### src/rtl/ide_dma_seq_pkg.sv
// Shared types for the IDE DMA transfer sequencer.
// Assumes: status bit 7 busy, bit 6 ready, bit 4 seek complete, bit 0 error.
package ide_dma_seq_pkg;

    // Command codes as presented on cmd_i
    localparam logic [1:0] CMD_WRITE = 2'd1;
    localparam logic [1:0] CMD_TRIM  = 2'd2;

    // Final and intermediate status bytes
    localparam logic [7:0] STAT_RESET   = 8'h00;
    localparam logic [7:0] STAT_BUSY    = 8'h80;
    localparam logic [7:0] STAT_DISK_OK = 8'h50;
    localparam logic [7:0] STAT_PKT_OK  = 8'h40;
    localparam logic [7:0] STAT_FAULT   = 8'h41;

    // Outcome of one chunk-completion event
    typedef enum logic [2:0] {
        EV_NONE,
        EV_FAULT,
        EV_STALL,
        EV_FINISH,
        EV_EMPTY,
        EV_COPY,
        EV_TRIM,
        EV_WORK
    } chunk_ev_e;

endpackage

### src/rtl/ide_dma_classify.sv
// Decides what one chunk-completion event means.
// Purely combinational; the priority order is error, inactive,
// nothing left, empty chunk, non-block copy, trim, sector work.
// Assumes evt_i is already masked off in a cycle where a start is taken.
module ide_dma_classify
    import ide_dma_seq_pkg::*;
(
    input  logic      evt_i,
    input  logic      err_i,
    input  logic      active_i,
    input  logic      rem_pos_i,
    input  logic      len_zero_i,
    input  logic      packet_i,
    input  logic      nonblock_i,
    input  logic      trim_i,
    output chunk_ev_e ev_o
);

    // Priority decision for the current completion
    always_comb begin
        if (!evt_i)                      ev_o = EV_NONE;
        else if (err_i)                  ev_o = EV_FAULT;
        else if (!active_i)              ev_o = EV_STALL;
        else if (!rem_pos_i)             ev_o = EV_FINISH;
        else if (len_zero_i)             ev_o = EV_EMPTY;
        else if (packet_i && nonblock_i) ev_o = EV_COPY;
        else if (!packet_i && trim_i)    ev_o = EV_TRIM;
        else                             ev_o = EV_WORK;
    end

endmodule

### src/rtl/ide_dma_count.sv
// Byte and sector accounting for one command.
// Holds the signed remaining byte count and the drive sector count,
// derives the rounded-up sector count of a chunk and the copy length.
// Assumes SHIFT is log2 of the sector size.
module ide_dma_count
    import ide_dma_seq_pkg::*;
#(
    parameter int SEC_W = 16,
    parameter int LEN_W = 16,
    parameter int SHIFT = 9,
    localparam int BYTE_W = SEC_W + SHIFT
)(
    input  logic              clk,
    input  logic              rst_n,
    input  logic              load_i,
    input  logic              start_i,
    input  logic              active_i,
    input  logic              packet_i,
    input  logic              packet_q_i,
    input  logic [SEC_W-1:0]  sector_cnt_i,
    input  logic [BYTE_W-1:0] pkt_size_i,
    input  chunk_ev_e         ev_i,
    input  logic [LEN_W-1:0]  len_i,
    output logic              rem_pos_o,
    output logic [LEN_W-1:0]  nsec_o,
    output logic [LEN_W-1:0]  copy_len_o,
    output logic [SEC_W-1:0]  sectors_o
);

    localparam int REM_W     = BYTE_W + 1;
    localparam int SEC_BYTES = 1 << SHIFT;

    logic signed [REM_W-1:0] rem_q;
    logic signed [REM_W-1:0] len_ext;
    logic        [LEN_W:0]   len_round;

    // Rounded-up sector count and signed length for this chunk
    always_comb begin
        len_round  = {1'b0, len_i} + (LEN_W+1)'(SEC_BYTES - 1);
        nsec_o     = LEN_W'(len_round >> SHIFT);
        len_ext    = $signed(REM_W'(len_i));
        rem_pos_o  = !rem_q[REM_W-1] && (rem_q != '0);
        copy_len_o = (rem_q < len_ext) ? LEN_W'(rem_q) : len_i;
    end

    // Remaining byte count: load, consume per chunk, clear on fault or copy
    always_ff @(posedge clk) begin
        if (!rst_n) begin
            rem_q <= '0;
        end else if (load_i) begin
            rem_q <= packet_i ? $signed(REM_W'(pkt_size_i))
                              : $signed(REM_W'({sector_cnt_i, {SHIFT{1'b0}}}));
        end else if (ev_i == EV_FAULT || ev_i == EV_COPY) begin
            rem_q <= '0;
        end else if (ev_i == EV_WORK || ev_i == EV_TRIM) begin
            rem_q <= rem_q - len_ext;
        end
    end

    // Drive sector count: load, reduce by rounded sectors on disk chunks
    always_ff @(posedge clk) begin
        if (!rst_n) begin
            sectors_o <= '0;
        end else if (load_i) begin
            sectors_o <= sector_cnt_i;
        end else if ((ev_i == EV_WORK && !packet_q_i) || ev_i == EV_TRIM) begin
            sectors_o <= sectors_o - SEC_W'(nsec_o);
        end
    end

    // a start while active with no completion leaves the counts alone
    assert_start_ignored_R2: assert property (@(posedge clk) disable iff (!rst_n)
        (active_i && start_i && ev_i == EV_NONE) |=> ($stable(sectors_o) && $stable(rem_q)));

endmodule

### src/rtl/ide_dma_report.sv
// Status byte, interrupt and request pulses towards the channel and mover.
// All outputs are registered; pulses last one cycle.
// Assumes at most one outcome per cycle from the classifier.
module ide_dma_report
    import ide_dma_seq_pkg::*;
#(
    parameter int LEN_W = 16
)(
    input  logic             clk,
    input  logic             rst_n,
    input  logic             load_i,
    input  chunk_ev_e        ev_i,
    input  logic             packet_i,
    input  logic             write_i,
    input  logic [LEN_W-1:0] nsec_i,
    input  logic [LEN_W-1:0] copy_len_i,
    input  logic             status_rd_i,
    output logic [7:0]       status_o,
    output logic             irq_o,
    output logic             chunk_end_o,
    output logic             work_req_o,
    output logic             work_write_o,
    output logic [LEN_W-1:0] work_nsec_o,
    output logic             copy_req_o,
    output logic [LEN_W-1:0] copy_len_o
);

    logic irq_set;
    logic end_chunk;

    // Which outcomes raise the interrupt and which end the chunk
    always_comb begin
        irq_set   = (ev_i == EV_FAULT) || (ev_i == EV_FINISH) || (ev_i == EV_COPY);
        end_chunk = irq_set || (ev_i == EV_EMPTY) || (ev_i == EV_TRIM);
    end

    // Status byte: busy on start, final value on each terminating outcome
    always_ff @(posedge clk) begin
        if (!rst_n) begin
            status_o <= STAT_RESET;
        end else if (load_i) begin
            status_o <= STAT_BUSY;
        end else begin
            case (ev_i)
                EV_FAULT:  status_o <= STAT_FAULT;
                EV_FINISH: status_o <= packet_i ? STAT_PKT_OK : STAT_DISK_OK;
                EV_COPY:   status_o <= STAT_PKT_OK;
                default:   status_o <= status_o;
            endcase
        end
    end

    // Interrupt: set wins over the acknowledge of a status read
    always_ff @(posedge clk) begin
        if (!rst_n) irq_o <= 1'b0;
        else        irq_o <= irq_set || (irq_o && !status_rd_i);
    end

    // One-cycle pulses and the parameters they carry
    always_ff @(posedge clk) begin
        if (!rst_n) begin
            chunk_end_o  <= 1'b0;
            work_req_o   <= 1'b0;
            work_write_o <= 1'b0;
            work_nsec_o  <= '0;
            copy_req_o   <= 1'b0;
            copy_len_o   <= '0;
        end else begin
            chunk_end_o <= end_chunk;
            work_req_o  <= (ev_i == EV_WORK);
            copy_req_o  <= (ev_i == EV_COPY);
            if (ev_i == EV_WORK) begin
                work_write_o <= write_i && !packet_i;
                work_nsec_o  <= nsec_i;
            end
            if (ev_i == EV_COPY) begin
                copy_len_o <= copy_len_i;
            end
        end
    end

    // a status read with no new final status drops the interrupt
    assert_irq_ack_R11: assert property (@(posedge clk) disable iff (!rst_n)
        (status_rd_i && ev_i == EV_NONE) |=> !irq_o);

endmodule

### src/rtl/ide_dma_seq.sv
// IDE DMA transfer sequencer top.
// Latches the command on an accepted start, keeps the active and stalled
// flags, and ties the classifier, the byte/sector counters and the
// reporting stage together. Assumes one completion event per cycle at most.
module ide_dma_seq
    import ide_dma_seq_pkg::*;
#(
    parameter int SEC_W = 16,
    parameter int LEN_W = 16,
    parameter int SHIFT = 9,
    parameter int LBA_W = 32,
    localparam int BYTE_W = SEC_W + SHIFT
)(
    input  logic              clk,
    input  logic              rst_n,
    input  logic              start_i,
    input  logic [1:0]        cmd_i,
    input  logic              packet_i,
    input  logic [SEC_W-1:0]  sector_cnt_i,
    input  logic [BYTE_W-1:0] pkt_size_i,
    input  logic [LBA_W-1:0]  pkt_lba_i,
    input  logic              chunk_valid_i,
    input  logic [LEN_W-1:0]  chunk_len_i,
    input  logic              chunk_err_i,
    input  logic              status_rd_i,
    output logic [7:0]        status_o,
    output logic              irq_o,
    output logic              active_o,
    output logic              waiting_o,
    output logic              chunk_end_o,
    output logic              work_req_o,
    output logic              work_write_o,
    output logic [LEN_W-1:0]  work_nsec_o,
    output logic              copy_req_o,
    output logic [LEN_W-1:0]  copy_len_o,
    output logic [SEC_W-1:0]  sectors_left_o
);

    logic             load;
    logic             evt;
    logic             write_q;
    logic             trim_q;
    logic             packet_q;
    logic             nonblock_q;
    logic             rem_pos;
    logic [LEN_W-1:0] nsec;
    logic [LEN_W-1:0] copy_len;
    chunk_ev_e        ev;

    // Start is taken only when idle; it masks a completion in the same cycle
    always_comb begin
        load = start_i && !active_o;
        evt  = chunk_valid_i && !load;
    end

    // Command latch, taken on an accepted start
    always_ff @(posedge clk) begin
        if (!rst_n) begin
            write_q    <= 1'b0;
            trim_q     <= 1'b0;
            packet_q   <= 1'b0;
            nonblock_q <= 1'b0;
        end else if (load) begin
            write_q    <= (cmd_i == CMD_WRITE);
            trim_q     <= (cmd_i == CMD_TRIM);
            packet_q   <= packet_i;
            nonblock_q <= packet_i && (&pkt_lba_i);
        end
    end

    // Active and stalled flags
    always_ff @(posedge clk) begin
        if (!rst_n) begin
            active_o  <= 1'b0;
            waiting_o <= 1'b0;
        end else begin
            if (load)
                active_o <= 1'b1;
            else if (ev == EV_FAULT || ev == EV_FINISH || ev == EV_COPY)
                active_o <= 1'b0;
            if (load)
                waiting_o <= 1'b0;
            else if (ev == EV_STALL)
                waiting_o <= 1'b1;
        end
    end

    ide_dma_classify i_classify (
        .evt_i      (evt),
        .err_i      (chunk_err_i),
        .active_i   (active_o),
        .rem_pos_i  (rem_pos),
        .len_zero_i (chunk_len_i == '0),
        .packet_i   (packet_q),
        .nonblock_i (nonblock_q),
        .trim_i     (trim_q),
        .ev_o       (ev)
    );

    ide_dma_count #(
        .SEC_W (SEC_W),
        .LEN_W (LEN_W),
        .SHIFT (SHIFT)
    ) i_count (
        .clk          (clk),
        .rst_n        (rst_n),
        .load_i       (load),
        .start_i      (start_i),
        .active_i     (active_o),
        .packet_i     (packet_i),
        .packet_q_i   (packet_q),
        .sector_cnt_i (sector_cnt_i),
        .pkt_size_i   (pkt_size_i),
        .ev_i         (ev),
        .len_i        (chunk_len_i),
        .rem_pos_o    (rem_pos),
        .nsec_o       (nsec),
        .copy_len_o   (copy_len),
        .sectors_o    (sectors_left_o)
    );

    ide_dma_report #(
        .LEN_W (LEN_W)
    ) i_report (
        .clk          (clk),
        .rst_n        (rst_n),
        .load_i       (load),
        .ev_i         (ev),
        .packet_i     (packet_q),
        .write_i      (write_q),
        .nsec_i       (nsec),
        .copy_len_i   (copy_len),
        .status_rd_i  (status_rd_i),
        .status_o     (status_o),
        .irq_o        (irq_o),
        .chunk_end_o  (chunk_end_o),
        .work_req_o   (work_req_o),
        .work_write_o (work_write_o),
        .work_nsec_o  (work_nsec_o),
        .copy_req_o   (copy_req_o),
        .copy_len_o   (copy_len_o)
    );

    // an end-of-chunk pulse only follows a completion event
    assert_end_after_event_R12: assert property (@(posedge clk) disable iff (!rst_n)
        chunk_end_o |-> $past(chunk_valid_i));

    // an error-free completion while idle stalls without ending the chunk
    assert_stall_no_end_R4: assert property (@(posedge clk) disable iff (!rst_n)
        (!active_o && chunk_valid_i && !start_i && !chunk_err_i) |=> (waiting_o && !chunk_end_o));

    // a disk trim never produces a work request
    assert_trim_no_work_R8: assert property (@(posedge clk) disable iff (!rst_n)
        work_req_o |-> !(trim_q && !packet_q));

    // whenever the interrupt rises, the command is no longer active
    assert_irq_inactive_R5: assert property (@(posedge clk) disable iff (!rst_n)
        $rose(irq_o) |-> !active_o);

    // the active flag rises together with the busy status
    assert_busy_on_start_R1: assert property (@(posedge clk) disable iff (!rst_n)
        $rose(active_o) |-> (status_o == STAT_BUSY));

endmodule

### config.mk
export PLATFORM = sky130hd
export DESIGN_NAME = ide_dma_seq
export DESIGN_NICKNAME = d
export VERILOG_FILES = /design/src/rtl/ide_dma_seq_pkg.sv /design/src/rtl/ide_dma_classify.sv /design/src/rtl/ide_dma_count.sv /design/src/rtl/ide_dma_report.sv /design/src/rtl/ide_dma_seq.sv
export SDC_FILE = /design/constraint.sdc
export NUM_CORES = 1
export LEC_CHECK = 0
export BUFFER_PORTS_ARGS = -buffer_cell sky130_fd_sc_hd__buf_4
export CORE_MARGIN = 4
export CORE_UTILIZATION = 30
export DETAILED_ROUTE_END_ITERATION = 12
export PLACE_DENSITY = 0.55
export SETUP_SLACK_MARGIN = 0.5
export SLEW_MARGIN = 20
export SYNTH_ARGS = -nofsm -noshare
export SYNTH_HDL_FRONTEND = slang
export SYNTH_HIERARCHICAL = 1
export SYNTH_SLANG_ARGS = --single-unit
### constraint.sdc
create_clock -name clk -period 4.3 [get_ports clk]
set_input_delay 0.215 -clock clk [delete_from_list [all_inputs] [get_ports clk]]
set_output_delay 0.215 -clock clk [all_outputs]
set_load 0.01 [all_outputs]
==> run metrics, run 1 <==
max incr delay on CP=0.40 ns; register area share after synthesis=28.70%; Final Hold Viols=0; Hold WC Path Type=in -> reg; worst path arrival time=3.71 ns; Peak VDD IR=0.1918 mV; outcome=complete, no violations; CP max stage cell=fa_1; final WL=21230 um; Final Max Slew Viols=0; Rows=52; antenna violations before repair=0; skew final=0.01130 ns; Initial Util=30.58%; CP Capture Type=flop; EDFF count, synth=0; Horiz. Die Dim=151.8 um; Final nets=1034; hold buffer count at cts=0; Avg Cell Area, Syn=8.009 um^2; diode count=0; hold_ws=0.1093 ns; CTS buffer count=9; Fillers=2165; CTS tree=yes; Post-synth ARST share=0%; Netlist Area Pre-Place=6207 um^2; # DRC=0; setup TNS=0 ns; # H-tree levels=3; synth unique cells=81; drt wl/cell=17.85 um; Gate Count Post-Synth=775; clk_lat worst skew=0.35 ns; Synth area leaders=dfxtp_1 29%, nand2_1 6.1%, mux2_2 4.7%, ha_1 4.0%, a21oi_1 3.6%; setup bufs post-CTS=0; layout cells sized above 1=26.01%; PwrDens=308.0 nW/um^2; minimum clock period=3.480 ns; routed via count=6282; final HPWL from detailed placement=16130 um; Max Freq=0.2873 GHz; critical path class=reg -> reg; Setup WS pre-CTS=0.4250 ns; clock slew at reported path FFs=0.07 ns; via-per-instance ratio=5.283; Yosys reg bits=89; Max-Cap Viols=0; Resized Gates After CTS=0; first-pass GRT wire length=33530 um; Slew @ Worst Pin=0.9049 ns; clock buffer depth=2; CTS Sinks=89; vias in the first global route=5955; DRT iter0 DRCs=397; overall routing resource usage=17.79%; crit path launch type=flop; final setup fails=0; IO buf count=156; P&R area growth vs syn=27.29%; largest net degree at the start of global routing=57; setup ws final=0.8199 ns; top_reg_cell synth=dfxtp_1; drt first pass iters=5; Cell Chain, Critical Path=inv_1 > ha_1 > inv_1 > fa_1 > a21o_1 > a21oi_2 > o21bai_1 > a21oi_2 > o21ai_2 > a311o_1 > a21oi_2 > a21o_1 > buf_4 > mux2_2 > nand2_1 > mux2i_1; routability cong.=0.9429; Root Buffer Master=clkbuf_16; most frequent cell on the critical path=a21oi_2; fin cells=1189; GR Overflow Total=0; CP Data Required Time=4.53 ns; die area=23060 um^2; Static Leak=3.278 nW; Core Area=20300 um^2; antenna viol nets, final=0; share of the synthesized area in the top cell type=28.70%; Tcrit/Tclk final=80.93%; I/O pin total=161; RSZ-0062 raised after global routing=false; synth warn=6; crit-path max FO=16; die height=151.8 um; Yosys top cell by area=dfxtp_1; Placed Instances=1173; relative slew slack=39.58%
[area by class of cell]
class | count | area [um^2] | area share [%]
tap | 270 | 337.8 | 4.276
sequential | 89 | 1782 | 22.55
multi-input combinational | 603 | 4036 | 51.08
timing repair buffer | 172 | 1291 | 16.34
clock inverter | 4 | 51.30 | 0.6492
clock buffer | 12 | 256.5 | 3.246
inverter | 39 | 146.4 | 1.853
[registers in the layout, indices dropped and copies added, names as in the netlist, 4 cells and up]
name,count
i_count/rem_q,26
i_count/sectors_o,16
i_report/copy_len_o,16
i_report/status_o,4
i_report/work_nsec_o,16
[worst max-delay path: cells and delay by family, from the launching register on]
kind | cells | cell delay [ns]
and+or+nand+nor | 1 | 0.07
buffers and inverters | 3 | 0.38
DFF | 1 | 0.37
AOI/OAI and AO/OA | 8 | 1.51
adders and majority gates | 2 | 0.56
muxes | 2 | 0.44
[placed cells by master, fill, tap and decap left out, types with 6 or more instances in the layout]
cell       count
or3_1          6
nor2_1        52
xnor2_1       19
mux2i_1       22
nand2b_1       7
nor3_1        18
ha_1          20
conb_1        12
and3_1         8
inv_1         38
xor2_1         7
dfxtp_1       89
nand2_1      101
a21o_1         8
mux2_2        26
o211ai_1       7
o21ai_0       36
o2bb2ai_1     17
a21oi_1       44
o221ai_1       8
o31ai_1        7
nand3b_1       7
and2_1         6
a31oi_1       14
buf_4        172
nor4_1        11
nand4_1       14
a21boi_0       6
nand3_1       23
a221oi_1       6
clkbuf_16      9
[per-stage QoR]
| step | area, um^2 | power, mW | util (%) |
|---|---|---|---|
| after floorplan | 6245 | 1.379 | - |
| after global placement | 7556 | 1.607 | 37.22 |
| after detailed placement | 7556 | 1.608 | 37.22 |
| after CTS | 7864 | 2.448 | 38.74 |
| after global routing | 7901 | 2.567 | 38.92 |
| final | 7901 | 2.434 | 38.92 |
[worst paths after layout]
check,startpoint,to,slack (ns),depth (start not counted)
setup / recovery,i_count/rem_q[0],i_report/copy_len_o[15],0.82,16
hold / removal,sector_cnt_i[2],i_count/sectors_o[2],0.11,3
setup reg to reg,i_count/rem_q[0],i_report/copy_len_o[15],0.82,16
hold reg to reg,i_report/status_o[6],i_report/status_o[6],0.45,2
[cells in the mapped netlist (7+ instances only)]
| library cell | number |
|---|---|
| a31oi_1 | 14 |
| nand3b_1 | 7 |
| nor2_1 | 52 |
| ha_1 | 20 |
| a21oi_1 | 45 |
| and3_1 | 8 |
| inv_1 | 38 |
| o221ai_1 | 8 |
| nor3_1 | 20 |
| buf_4 | 15 |
| o2bb2ai_1 | 17 |
| nand4_1 | 14 |
| clkbuf_1 | 21 |
| xor2_1 | 7 |
| nand3_1 | 23 |
| mux2i_1 | 22 |
| o31ai_1 | 7 |
| dfxtp_1 | 89 |
| mux2_2 | 26 |
| nand2_1 | 101 |
| nor4_1 | 13 |
| nand2b_1 | 7 |
| xnor2_1 | 19 |
| o211ai_1 | 7 |
| buf_2 | 10 |
| o21ai_0 | 36 |
| a21o_1 | 8 |
[cell families after synthesis]
family                     count (synthesis)  share of synthesized area (%)
muxes                                     48                          8.264
AOI/OAI and AO/OA                        210                          24.15
and+or+nand+nor                          284                          22.78
DFF                                       89                          28.70
xor gates and xnor gates                  26                          3.669
other                                      2                         0.1210
buffers and inverters                     93                          7.478
adders and majority gates                 23                          4.838
[layer usage]
metal	share of wire [%]	up-vias	track usage, %
li1	-	3112	-
met2	48	206	28.83
met4	1.8	0	4.795
met3	6.2	22	4.096
met5	0	-	0
met1	44	2942	23.90
[power by group]
part           switching, mW  total, mW  internal (mW)  leakage [nW]
combinational          0.372      0.681          0.309          2.40
clock                  0.354      0.837          0.483         0.149
sequential            0.0518      0.916          0.864         0.726
total                  0.778       2.43           1.66          3.28
No activity file was read; power rests on OpenSTA's default activity.
==> run 2: changes to the inputs <==
ABC_AREA = 1   (was unset)
clock period = 3.5 ns   (was 4.3 ns; I/O delays follow)
==> run metrics, run 2 <==
# DRC=0 (unchanged); Initial Util=30.62% (+0.037 points); synth unique cells=43 (-47%); PwrDens=408.3 nW/um^2 (+33%); Largest register FFs=26 (unchanged); clock buffer depth=2 (unchanged); first-pass GRT wire length=33510 um (about the same); final setup fails=0 (unchanged); crit path launch type=flop; # H-tree levels=3 (unchanged); Max Freq=0.3463 GHz (+21%); CP Data Required Time=3.78 ns (-0.75 ns); vias in the first global route=6138 (+3.1%); IO buf count=156 (unchanged); Horiz. Die Dim=151.9 um (about the same); P&R area growth vs syn=30.56%; flip-flop and latch area=1783 um^2 (about the same); hold buffer count at cts=0 (unchanged); largest net degree at the start of global routing=44 (-23%); setup TNS=0 ns (unchanged); DRT iter0 DRCs=459 (+16%); Peak VDD IR=0.2152 mV (+12%); Yosys reg bits=89 (unchanged); Yosys top cell by area=dfxtp_1; relative slew slack=50.64% (+11 points); largest family of logic cells by synthesized area=simple AND/OR/NAND/NOR gates; worst path arrival time=3.17 ns (-0.54 ns); commonest cells in the netlist=281 x nand2_1, 118 x inv_1, 101 x o21ai_0; synth warn=6 (unchanged); Slew @ Worst Pin=0.7396 ns (-0.1653 ns); Rows=52 (unchanged); Core Area=20300 um^2 (unchanged); routed via count=6974 (+11%); commonest non-fill, non-tap cell in the layout=nand2_1; crit-path max FO=8 (-8); Final Hold Viols=0 (unchanged); Root Buffer Master=clkbuf_16; clk_lat worst skew=0.36 ns (about the same); most frequent cells in the layout=279 x nand2_1, 169 x buf_4, 115 x inv_1; antenna violations before repair=0 (unchanged); Fillers=2229 (+3.0%); RSZ-0062 raised after global routing=true; complex-gate fraction of the synthesized area=19.29% (-4.9 points); CTS buffer count=9 (unchanged); critical path's top delay family=simple AND/OR/NAND/NOR gates; Avg Cell Area, Syn=6.147 um^2 (-23%); Gate Count Post-Synth=1011 (+30%); GR Overflow Total=0 (unchanged); diode count=0 (unchanged); Pwr Total=3.313 mW (+36%); final WL=21850 um (+2.9%); Post-synth ARST share=0% (unchanged); minimum clock period=2.888 ns (-0.5924 ns); simple-gate share of the synthesized area=35.23% (+12 points); area of the multi-input gates=3870 um^2 (-4.1%); Hold WC Path Type=in -> reg; CP Capture Type=flop; overall routing resource usage=17.90% (+0.11 points); Netlist Area Pre-Place=6215 um^2 (+0.12%); max incr delay on CP=0.41 ns (about the same); Cell Chain, Critical Path=inv_4 > ha_4 > inv_2 > fa_2 > nand3_2 > nand3_2 > a21oi_2 > o21ai_2 > a21boi_1 > inv_1 > nand2_1 > nand2_2 > nor2_4 > nand3b_1 > buf_6 > nand2_8 > nand2_1 > o21ai_1 > nand4_1 > a21oi_1; post-synthesis mux area share=0% (-8.3 points); CTS tree=yes; post-synthesis xor/xnor area fraction=0.4228% (-3.2 points); most common cell in the netlist=nand2_1; Max-Cap Viols=0 (unchanged); CP max stage cell=fa_2; register bank with the most flops=i_count/rem_q; adder-cell area share of the yosys netlist=4.671% (-0.17 points); Final nets=1285 (+24%); share of the synthesized area in the top cell type=28.67% (-0.035 points); antenna viol nets, final=0 (unchanged); EDFF count, synth=0 (unchanged); CP bufs+invs=4 (+1); critical path class=reg -> reg; top_reg_cell synth=dfxtp_1; die height=151.9 um (about the same); clock slew at reported path FFs=0.07 ns (about the same); die area=23080 um^2 (+0.12%); register area share after synthesis=28.67% (-0.035 points); drt wl/cell=15.20 um (-15%); Static Leak=3.989 nW (+22%); I/O pin total=161 (unchanged); outcome=complete, no violations; routability cong.=0.9207 (-2.4%); skew final=0.007978 ns (-0.003324 ns); final HPWL from detailed placement=16610 um (+3.0%); layout cells sized above 1=20.89% (-5.1 points); Final Max Slew Viols=0 (unchanged); CTS Sinks=89 (unchanged); Tcrit/Tclk final=82.51% (+1.6 points); Synth area leaders=dfxtp_1 29%, nand2_1 17%, o21ai_0 8.1%, inv_1 7.1%, a21oi_1 6.4%; via-per-instance ratio=4.850 (-8.2%); drt first pass iters=4 (-1)
run 2: path summary, 6_finish.rpt:
kind                                  from                  endpoint  slack [ns]  cells past startpoint
hold reg to reg   i_report/work_nsec_o[15]  i_report/work_nsec_o[15]        0.44                      2
hold / removal               pkt_size_i[4]          i_count/rem_q[4]         0.1                      3
setup / recovery          i_count/rem_q[0]    i_report/copy_len_o[8]        0.61                     20
setup reg to reg          i_count/rem_q[0]    i_report/copy_len_o[8]        0.61                     20
run 2: area by class of cell:
cell class              count  share of cell area (%)
clock inverters             3                   1.110
well taps                 270                   4.163
flip-flops and latches     89                   21.97
repair buffers            173                   16.30
clock buffers              11                   2.992
inverters                 124                   5.767
multi-input cells         768                   47.69
run 2: per-stage QoR:
stage	hold WS (ns)	setup slack, ns	util (%)	instance area (um^2)	std cells
after floorplan	0.2995	0.8597	-	6252	1021
after global placement	0.4320	0.3684	37.37	7586	1413
after detailed placement	0.4340	0.2898	37.37	7586	1413
after CTS	0.08971	0.5353	39.29	7976	1433
after global routing	0.09762	0.4292	39.97	8114	1438
final	0.09708	0.6122	39.97	8114	1438
run 2: power by group:
group,switching (mW),total (mW),leakage (nW),internal [mW]
sequential,0.0771,1.15,0.728,1.08
combinational,0.621,1.03,3.10,0.407
clock,0.419,1.13,0.162,0.710
run 2: logic make-up (layout without fill, tap and decap cells):
| kind of cell | Yosys count | after routing |
|---|---|---|
| simple gates | 505 | 508 |
| compound gates | 223 | 223 |
| buf+inv | 167 | 311 |
| flops | 89 | 89 |
| fa+ha+maj | 22 | 22 |
| xor+xnor | 3 | 3 |
| other cells | 2 | 12 |
run 2: metal layers:
layer | global-route usage, % | wire (um)
met1 | 26.47 | 10960
met4 | 4.324 | 260
met5 | 0 | 0
met3 | 4.295 | 1384
met2 | 26.16 | 9246
run 2: worst min-delay path: cells and delay by family:
kind            cells  cell delay (ns)
compound gates      1             0.07
buf+inv             1             0.11
simple gates        1             0.05
run 2: what timing repair did:
item                       in CTS  in global routing
resized for setup               3                 31
setup endpoints to repair      16                 25
pin swaps                       4                 22
gates cloned                    2                  1
buffers inserted                4                  4
